$ cat src/rtl/brc_pkg.sv
package brc_pkg;
  typedef enum logic [1:0] {
    PCSEL_SEQ = 2'b00,
    PCSEL_ID  = 2'b01,
    PCSEL_EX  = 2'b10
  } pcsel_e;

  localparam logic [2:0] F3_EQ  = 3'b000;
  localparam logic [2:0] F3_NE  = 3'b001;
  localparam logic [2:0] F3_LT  = 3'b100;
  localparam logic [2:0] F3_GE  = 3'b101;
  localparam logic [2:0] F3_LTU = 3'b110;
  localparam logic [2:0] F3_GEU = 3'b111;
endpackage

$ cat src/rtl/brc_cmp.sv
module brc_cmp #(
  parameter int XLEN = 32,
  parameter bit FULL = 1'b1
) (
  input  logic [XLEN-1:0] a_i,
  input  logic [XLEN-1:0] b_i,
  output logic            eq_o,
  output logic            lt_s_o,
  output logic            lt_u_o
);
  assign eq_o = (a_i == b_i);

  generate
    if (FULL) begin : g_mag
      assign lt_s_o = ($signed(a_i) < $signed(b_i));
      assign lt_u_o = (a_i < b_i);
    end else begin : g_eq_only
      assign lt_s_o = 1'b0;
      assign lt_u_o = 1'b0;
    end
  endgenerate
endmodule

$ cat src/rtl/brc_id_resolve.sv
module brc_id_resolve
  import brc_pkg::*;
#(
  parameter int XLEN = 32
) (
  input  logic            clk,
  input  logic            rst,
  input  logic            stall_i,
  input  logic            br_i,
  input  logic            jal_i,
  input  logic [2:0]      f3_i,
  input  logic [XLEN-1:0] a_i,
  input  logic [XLEN-1:0] b_i,
  output logic            take_o
);
  logic eq;
  logic lt_s_unused;
  logic lt_u_unused;
  logic cond;

  brc_cmp #(.XLEN(XLEN), .FULL(1'b0)) u_cmp (
    .a_i    (a_i),
    .b_i    (b_i),
    .eq_o   (eq),
    .lt_s_o (lt_s_unused),
    .lt_u_o (lt_u_unused)
  );

  always_comb begin
    cond = 1'b0;
    if (br_i) begin
      unique case (f3_i)
        F3_EQ:   cond = eq;
        F3_NE:   cond = !eq;
        default: cond = 1'b0;
      endcase
    end
  end

  // Operands are not trustworthy during a load-use freeze.
  assign take_o = !stall_i && (cond || jal_i);

  AST_ID_STALL_QUIET: assert property (@(posedge clk) disable iff (rst)
    stall_i |-> !take_o);

  AST_ID_JAL_TAKEN: assert property (@(posedge clk) disable iff (rst)
    (jal_i && !stall_i) |-> take_o);

  AST_ID_MAG_IGNORED: assert property (@(posedge clk) disable iff (rst)
    (f3_i[2] && !jal_i) |-> !take_o);
endmodule

$ cat src/rtl/brc_ex_resolve.sv
module brc_ex_resolve
  import brc_pkg::*;
#(
  parameter int XLEN = 32
) (
  input  logic            clk,
  input  logic            rst,
  input  logic            br_i,
  input  logic            jalr_i,
  input  logic [2:0]      f3_i,
  input  logic [XLEN-1:0] a_i,
  input  logic [XLEN-1:0] b_i,
  output logic            take_o
);
  logic eq_unused;
  logic lt_s;
  logic lt_u;
  logic cond;

  brc_cmp #(.XLEN(XLEN), .FULL(1'b1)) u_cmp (
    .a_i    (a_i),
    .b_i    (b_i),
    .eq_o   (eq_unused),
    .lt_s_o (lt_s),
    .lt_u_o (lt_u)
  );

  always_comb begin
    cond = 1'b0;
    if (br_i) begin
      unique case (f3_i)
        F3_LT:   cond = lt_s;
        F3_GE:   cond = !lt_s;
        F3_LTU:  cond = lt_u;
        F3_GEU:  cond = !lt_u;
        default: cond = 1'b0;
      endcase
    end
  end

  assign take_o = cond || jalr_i;

  AST_EX_JALR_TAKEN: assert property (@(posedge clk) disable iff (rst)
    jalr_i |-> take_o);

  AST_EX_EQ_IGNORED: assert property (@(posedge clk) disable iff (rst)
    (!f3_i[2] && !jalr_i) |-> !take_o);
endmodule

$ cat src/rtl/brc_top.sv
module brc_top
  import brc_pkg::*;
#(
  parameter int XLEN = 32,
  parameter int PC_W = 32
) (
  input  logic            clk,
  input  logic            rst,
  input  logic            stall_i,
  input  logic            id_br_i,
  input  logic            id_jal_i,
  input  logic [2:0]      id_funct3_i,
  input  logic [XLEN-1:0] id_op_a_i,
  input  logic [XLEN-1:0] id_op_b_i,
  input  logic [PC_W-1:0] id_target_i,
  input  logic            ex_br_i,
  input  logic            ex_jalr_i,
  input  logic [2:0]      ex_funct3_i,
  input  logic [XLEN-1:0] ex_op_a_i,
  input  logic [XLEN-1:0] ex_op_b_i,
  input  logic [PC_W-1:0] ex_target_i,
  output logic            taken_o,
  output logic [1:0]      pc_sel_o,
  output logic [PC_W-1:0] pc_target_o,
  output logic            flush_ifid_o,
  output logic            flush_idex_o,
  output logic            hold_fetch_o
);
  logic   id_take;
  logic   ex_take;
  logic   id_redir;
  logic   ex_redir;
  pcsel_e sel;

  brc_id_resolve #(.XLEN(XLEN)) u_id (
    .clk     (clk),
    .rst     (rst),
    .stall_i (stall_i),
    .br_i    (id_br_i),
    .jal_i   (id_jal_i),
    .f3_i    (id_funct3_i),
    .a_i     (id_op_a_i),
    .b_i     (id_op_b_i),
    .take_o  (id_take)
  );

  brc_ex_resolve #(.XLEN(XLEN)) u_ex (
    .clk    (clk),
    .rst    (rst),
    .br_i   (ex_br_i),
    .jalr_i (ex_jalr_i),
    .f3_i   (ex_funct3_i),
    .a_i    (ex_op_a_i),
    .b_i    (ex_op_b_i),
    .take_o (ex_take)
  );

  // The older instruction in execute overrides a younger decode redirect.
  assign ex_redir = !rst && ex_take;
  assign id_redir = !rst && id_take && !ex_take;

  always_comb begin
    sel         = PCSEL_SEQ;
    pc_target_o = '0;
    if (ex_redir) begin
      sel         = PCSEL_EX;
      pc_target_o = ex_target_i;
    end else if (id_redir) begin
      sel         = PCSEL_ID;
      pc_target_o = id_target_i;
    end
  end

  assign pc_sel_o     = sel;
  assign taken_o      = ex_redir || id_redir;
  assign flush_ifid_o = ex_redir || id_redir;
  assign flush_idex_o = ex_redir;
  assign hold_fetch_o = !rst && stall_i && !(ex_redir || id_redir);

  AST_RESET_QUIET: assert property (@(posedge clk)
    rst |-> (!taken_o && !flush_ifid_o && !flush_idex_o && !hold_fetch_o));

  AST_EX_FLUSHES_BOTH: assert property (@(posedge clk) disable iff (rst)
    flush_idex_o |-> (flush_ifid_o && pc_sel_o == PCSEL_EX));

  AST_EX_WINS: assert property (@(posedge clk) disable iff (rst)
    ex_take |-> (pc_sel_o == PCSEL_EX && pc_target_o == ex_target_i));

  AST_FLUSH_BEATS_HOLD: assert property (@(posedge clk) disable iff (rst)
    flush_ifid_o |-> !hold_fetch_o);

  AST_STALL_HOLDS: assert property (@(posedge clk) disable iff (rst)
    (stall_i && !ex_take) |-> hold_fetch_o);
endmodule

$ cat config.mk
export PLATFORM = sky130hd
export DESIGN_NAME = brc_top
export DESIGN_NICKNAME = d
export VERILOG_FILES = /design/src/rtl/brc_pkg.sv /design/src/rtl/brc_cmp.sv /design/src/rtl/brc_id_resolve.sv /design/src/rtl/brc_ex_resolve.sv /design/src/rtl/brc_top.sv
export SDC_FILE = /design/constraint.sdc
export NUM_CORES = 1
export LEC_CHECK = 0
export ABC_AREA = 1
export CORE_AREA = 2 2 94 96
export DETAILED_ROUTE_END_ITERATION = 16
export DIE_AREA = 0 0 96 98
export GPL_ROUTABILITY_DRIVEN = 0
export PLACE_DENSITY = 0.78
export SETUP_SLACK_MARGIN = 0.2
export SYNTH_ARGS = -nofsm -noshare
export SYNTH_HDL_FRONTEND = slang
export SYNTH_SLANG_ARGS = --single-unit
$ cat constraint.sdc
create_clock -name vclk -period 3.8
set_clock_uncertainty 0.05 [all_clocks]
set_input_delay 0.95 -clock vclk [all_inputs]
set_output_delay 0.95 -clock vclk [all_outputs]
set_load 0.05 [all_outputs]
# After elaboration in Yosys (flattened, before gate mapping)
# Index checks and enable logic that the tools add are counted.
# word_totals
wordCells	33
register_bits	0
# op_classes
muxes	8
order_cmp	2
reduce_logical	17
n_eq_ne	6
# op_table
op	count
$lt A32 B32 Y1	2
$mux W32	2
$eq A32 B32 Y1	1
$eq A3 B3 Y1 const B	4
$logic_not A1 Y1	7
$logic_and A1 B1 Y1	6
$pmux W1 S4	1
$eq A3 B1 Y1 const B	1
$logic_not A3 Y1	1
$logic_or A1 B1 Y1	3
$mux W1	3
$mux W2	1
$pmux W1 S2	1

# Logic depth before layout (Yosys ltp)
# depth
ltp_word	11
mapped_depth	21
mapped_depth_nobuf	20

# Hierarchy
# Synthesis repeated with hierarchy kept, for this count alone.
# unflattened
hier_cells	466
area_unflattened_um2	2313.5
# by_module_without_submodules
module	cells_each	n_inst	area_each_um2	seq_area_each_um2
brc_cmp (u_ex.u_cmp)	147	1	895.9	0.0
brc_cmp (u_id.u_cmp)	171	1	664.4	0.0
brc_top	120	1	629.4	0.0
brc_ex_resolve	15	1	67.6	0.0
brc_id_resolve	13	1	56.3	0.0

# Least setup slack after synthesis
# Ideal clock, no wire load.
# synth_timing
path_type	input-to-output
start	in ex_op_b_i[31]
end	out taken_o
arrival_time_ns	2.923
path_slack_ns	-0.123
required_ns	2.800
path_stages	15
path_cell_list	inv_1 -> ha_1 -> a21oi_1 -> o21a_1 -> nand2_1 -> a21oi_4 -> nand2_2 -> nand2_1 -> nand3_1 -> nand2_2 -> nand2_4 -> nand2_8 -> nand2_1 -> nand2_1 -> buf_4
# synth_via
elab_chain_cells	8
word_cells_on_any_way	11
# synth_lines
element	line_no	source
start, declared	brc_top.sv:20	input logic [XLEN-1:0] ex_op_b_i,
$lt A32 B32 Y1 (on tied branches)	brc_cmp.sv:16, brc_cmp.sv:15	
$logic_not A1 Y1 (on tied branches)	brc_ex_resolve.sv:35, brc_ex_resolve.sv:33	
$pmux W1 S4 (*)	brc_ex_resolve.sv:31	unique case (f3_i)
$mux W1 (*)	brc_ex_resolve.sv:30	if (br_i) begin
$logic_or A1 B1 Y1 (*)	brc_ex_resolve.sv:41	assign take_o = cond || jalr_i;
$logic_not A1 Y1	brc_top.sv:60	assign id_redir = !rst && id_take && !ex_take;
$logic_and A1 B1 Y1	brc_top.sv:60	
$logic_or A1 B1 Y1 (*)	--	
end, declared	brc_top.sv:22	output logic taken_o,
# Mark *: on every way between the ends. The rest lies on a longest branch, timed or not.

# Worst setup path in the final report
# layout_timing
start	in ex_op_a_i[9]
end	out pc_target_o[26]
# layout_via
elab_chain_cells	9
word_cells_on_any_way	12
# layout_lines
element	line_no	source
start, declared	brc_top.sv:19	input logic [XLEN-1:0] ex_op_a_i,
$lt A32 B32 Y1 (on tied branches)	brc_cmp.sv:16, brc_cmp.sv:15	
$logic_not A1 Y1 (on tied branches)	brc_ex_resolve.sv:35, brc_ex_resolve.sv:33	
$pmux W1 S4 (*)	brc_ex_resolve.sv:31	
$mux W1 (*)	brc_ex_resolve.sv:30	
$logic_or A1 B1 Y1 (*)	brc_ex_resolve.sv:41	
$logic_not A1 Y1	brc_top.sv:60	
$logic_and A1 B1 Y1	brc_top.sv:60	
$mux W32	brc_top.sv:68	end else if (id_redir) begin
$mux W32 (*)	brc_top.sv:65	if (ex_redir) begin
end, declared	brc_top.sv:24	output logic [PC_W-1:0] pc_target_o,
# Marks and branches as above.

==> results.py <==
metrics = {
    "run_status": {
        "status": "finished, violations left",
        "violations": "negative setup slack",
    },
    "floorplanning": {
        "die_h_um": 98,
        "placementRows": 34,
        "dieArea_sq_um": 9410,
        "start_util_pct": 27.4,
        "core_sq_um": 8470,
        "die_w_um": 96,
        "ios": 243,
    },
    "power_and_ir_drop": {
        "power_w": 0.000785,
        "power_density_nw_per_um2": 129,
        "ir_worst_vdd_v": 0.0000683,
        "leakage_nw": 2.82,
    },
    "critical_path": {
        "cp.required_ns": 2.80,
        "startpoint_type": "input port",
        "path_class": "input port to output pin",
        "endpoint_kind": "output pin",
        "crit_arrival_ns": 3.02,
        "worstPathMaxFanout": 13,
    },
    "cells_and_area": {
        "clock_buffers": 0,
        "diodes": 0,
        "layout_commonest_cell": "clkdlybuf4s50_1",
        "seq_cells": 0,
        "seqCellArea_sq_um": 0,
        "fin_nets": 858,
        "synthToLayoutAreaGrowth_pct": 163,
        "final_layout_size_suffix_gt1_share_pct": 49.2,
        "final_cell_mix": "78 x clkdlybuf4s50_1, 53 x dlygate4sd2_1, 43 x nand2_1",
    },
    "yosys": {
        "synth-warning-count": 0,
        "netlist_instances": 369,
        "synth_area_sq_um": 2320,
        "ys_top_cells_by_area": "ha_1 17%, nand2_1 15%, nand3_2 13%, inv_1 10%, nand4_1 9.2%",
        "yosysSeqAreaShare_pct": 0,
        "yosysTopAreaCell": "ha_1",
        "synth.distinct_cells": 32,
        "synth_top_area_share_pct": 16.7,
        "syn_nets": 605,
        "syn_area_per_cell_sq_um": 6.29,
    },
    "timing": {
        "rsz0062_at_grt": "true",
        "hold_violations": 0,
        "finalSetupViolations": 38,
        "final.setup.worst_slack_ns": -0.216,
        "tightestPinTransition_ns": 0.619,
        "period_minus_slack_ns": 4.02,
        "slew-limit-headroom_pct": 58.7,
        "fmax_mhz": 249,
        "fin_crit_sh_pct": 106,
        "final_max_slew_viol_count": 0,
    },
    "route": {
        "remaining_drc_errors": 0,
        "avgViaCountPerCell": 4.87,
        "firstDrtPassIters": 4,
        "routed_wl_um": 12000,
        "routedWlPerCell_um": 16.4,
        "ant_nets": 0,
        "vias": 3548,
        "first_iter_violations": 91,
    },
    "placed_design": {
        "place_ws_ns": -0.726,
        "dpl.hpwl_um": 8900,
        "io_buffer_count": 242,
    },
    "global_route": {
        "first_global_vias": 3655,
        "antenna_found_initial": 0,
        "grt.total_usage_pct": 22.0,
        "grt_pass1_wl_um": 16800,
        "grt_overflow": 0,
        "grt_max_degree": 34,
    },
    "hold_path": {
        "hp-class": "input port to output pin",
    },
    "flow_run": {
        "drv_cap": 0,
    },
    "clocking": {
        "cts_hold_buf": 0,
    },
}
==> repair_timing <==
| action | 4_1_cts | 5_1_grt |
|---|---|---|
| setup buffers | 4 | 3 |
| gates cloned | 3 | 2 |
| pin swaps | 145 | 82 |
| gates resized for setup | 291 | 112 |
| setup endpoints to repair | 38 | 38 |
| endpoints found under the hold margin | 0 | 0 |
==> metal layers <==
metal | global-route usage, % | routed length [um] | up-vias
met5 | 0 | 0 | -
met4 | 4.07 | 273 | 0
met3 | 3.55 | 971 | 18
met2 | 45.2 | 6620 | 173
met1 | 22.3 | 4090 | 1641
li1 | - | - | 1716
==> stage by stage <==
stage | hold slack, ns | std cells | setup TNS [ns] | utilization [%] | area (sq um)
final | 2.54 | 728 | -6.98 | 72.1 | 6100
after global routing | 2.56 | 728 | -11.70 | 72.1 | 6100
after CTS | 2.54 | 723 | -6.13 | 68.1 | 5760
after detailed placement | 2.54 | 716 | -25.44 | 65.1 | 5510
after global placement | 2.54 | 716 | -23.96 | 65.1 | 5510
after floorplan | 1.91 | 369 | 0 | - | 2590
==> worst max-delay path: stages <==
cell and delay, ns:
clkdlybuf4s15_1 0.21, ha_4 0.24, a21oi_2 0.17, o21ai_2 0.08
a21oi_2 0.15, nand2_2 0.08, nand2_4 0.09, nand2_2 0.05
nand2_1 0.06, nand2_1 0.05, nand2_1 0.07, nand2_2 0.09
nand2_8 0.16, buf_12 0.15, nand4_1 0.15, nand2_4 0.13
buf_12 0.13
==> cell type report <==
| type | count | area [sq um] |
|---|---|---|
| well taps | 108 | 135 |
| multi-input cells | 289 | 2760 |
| inverters | 64 | 269 |
| fillers | 611 | 2370 |
| repair buffers | 267 | 2940 |
==> final timing paths <==
path / from / endpoint / slack (ns) / cells past startpoint
setup / recovery: ex_op_a_i[9] / pc_target_o[26] / -0.22 / 17
hold / removal: ex_target_i[5] / pc_target_o[5] / 2.54 / 4
==> Yosys cell counts, types with 5 or more instances <==
| master | number |
|---|---|
| a21oi_1 | 13 |
| buf_4 | 8 |
| nand3_2 | 31 |
| nand4_1 | 34 |
| inv_1 | 62 |
| ha_1 | 31 |
| nand2_1 | 90 |
| nor2_1 | 18 |
| xor2_1 | 5 |
| xnor2_1 | 14 |
| nand3_1 | 15 |
==> kinds of logic after synthesis <==
group                      after synthesis  synth area share (%)
and+or+nand+nor                        213                  51.7
AOI/OAI and AO/OA                       25                  6.84
buffers and inverters                   81                  17.6
xor gates and xnor gates                19                  7.17
adders and majority gates               31                  16.7
==> power breakdown <==
part / switching, W / total (W) / internal, W / leakage, nW
clock: 0 / 0 / 0 / 0
sequential: 0 / 0 / 0 / 0
combinational: 0.000369 / 0.000785 / 0.000416 / 2.82
total: 0.000369 / 0.000785 / 0.000416 / 2.82
(Power assumes the default switching activity.)
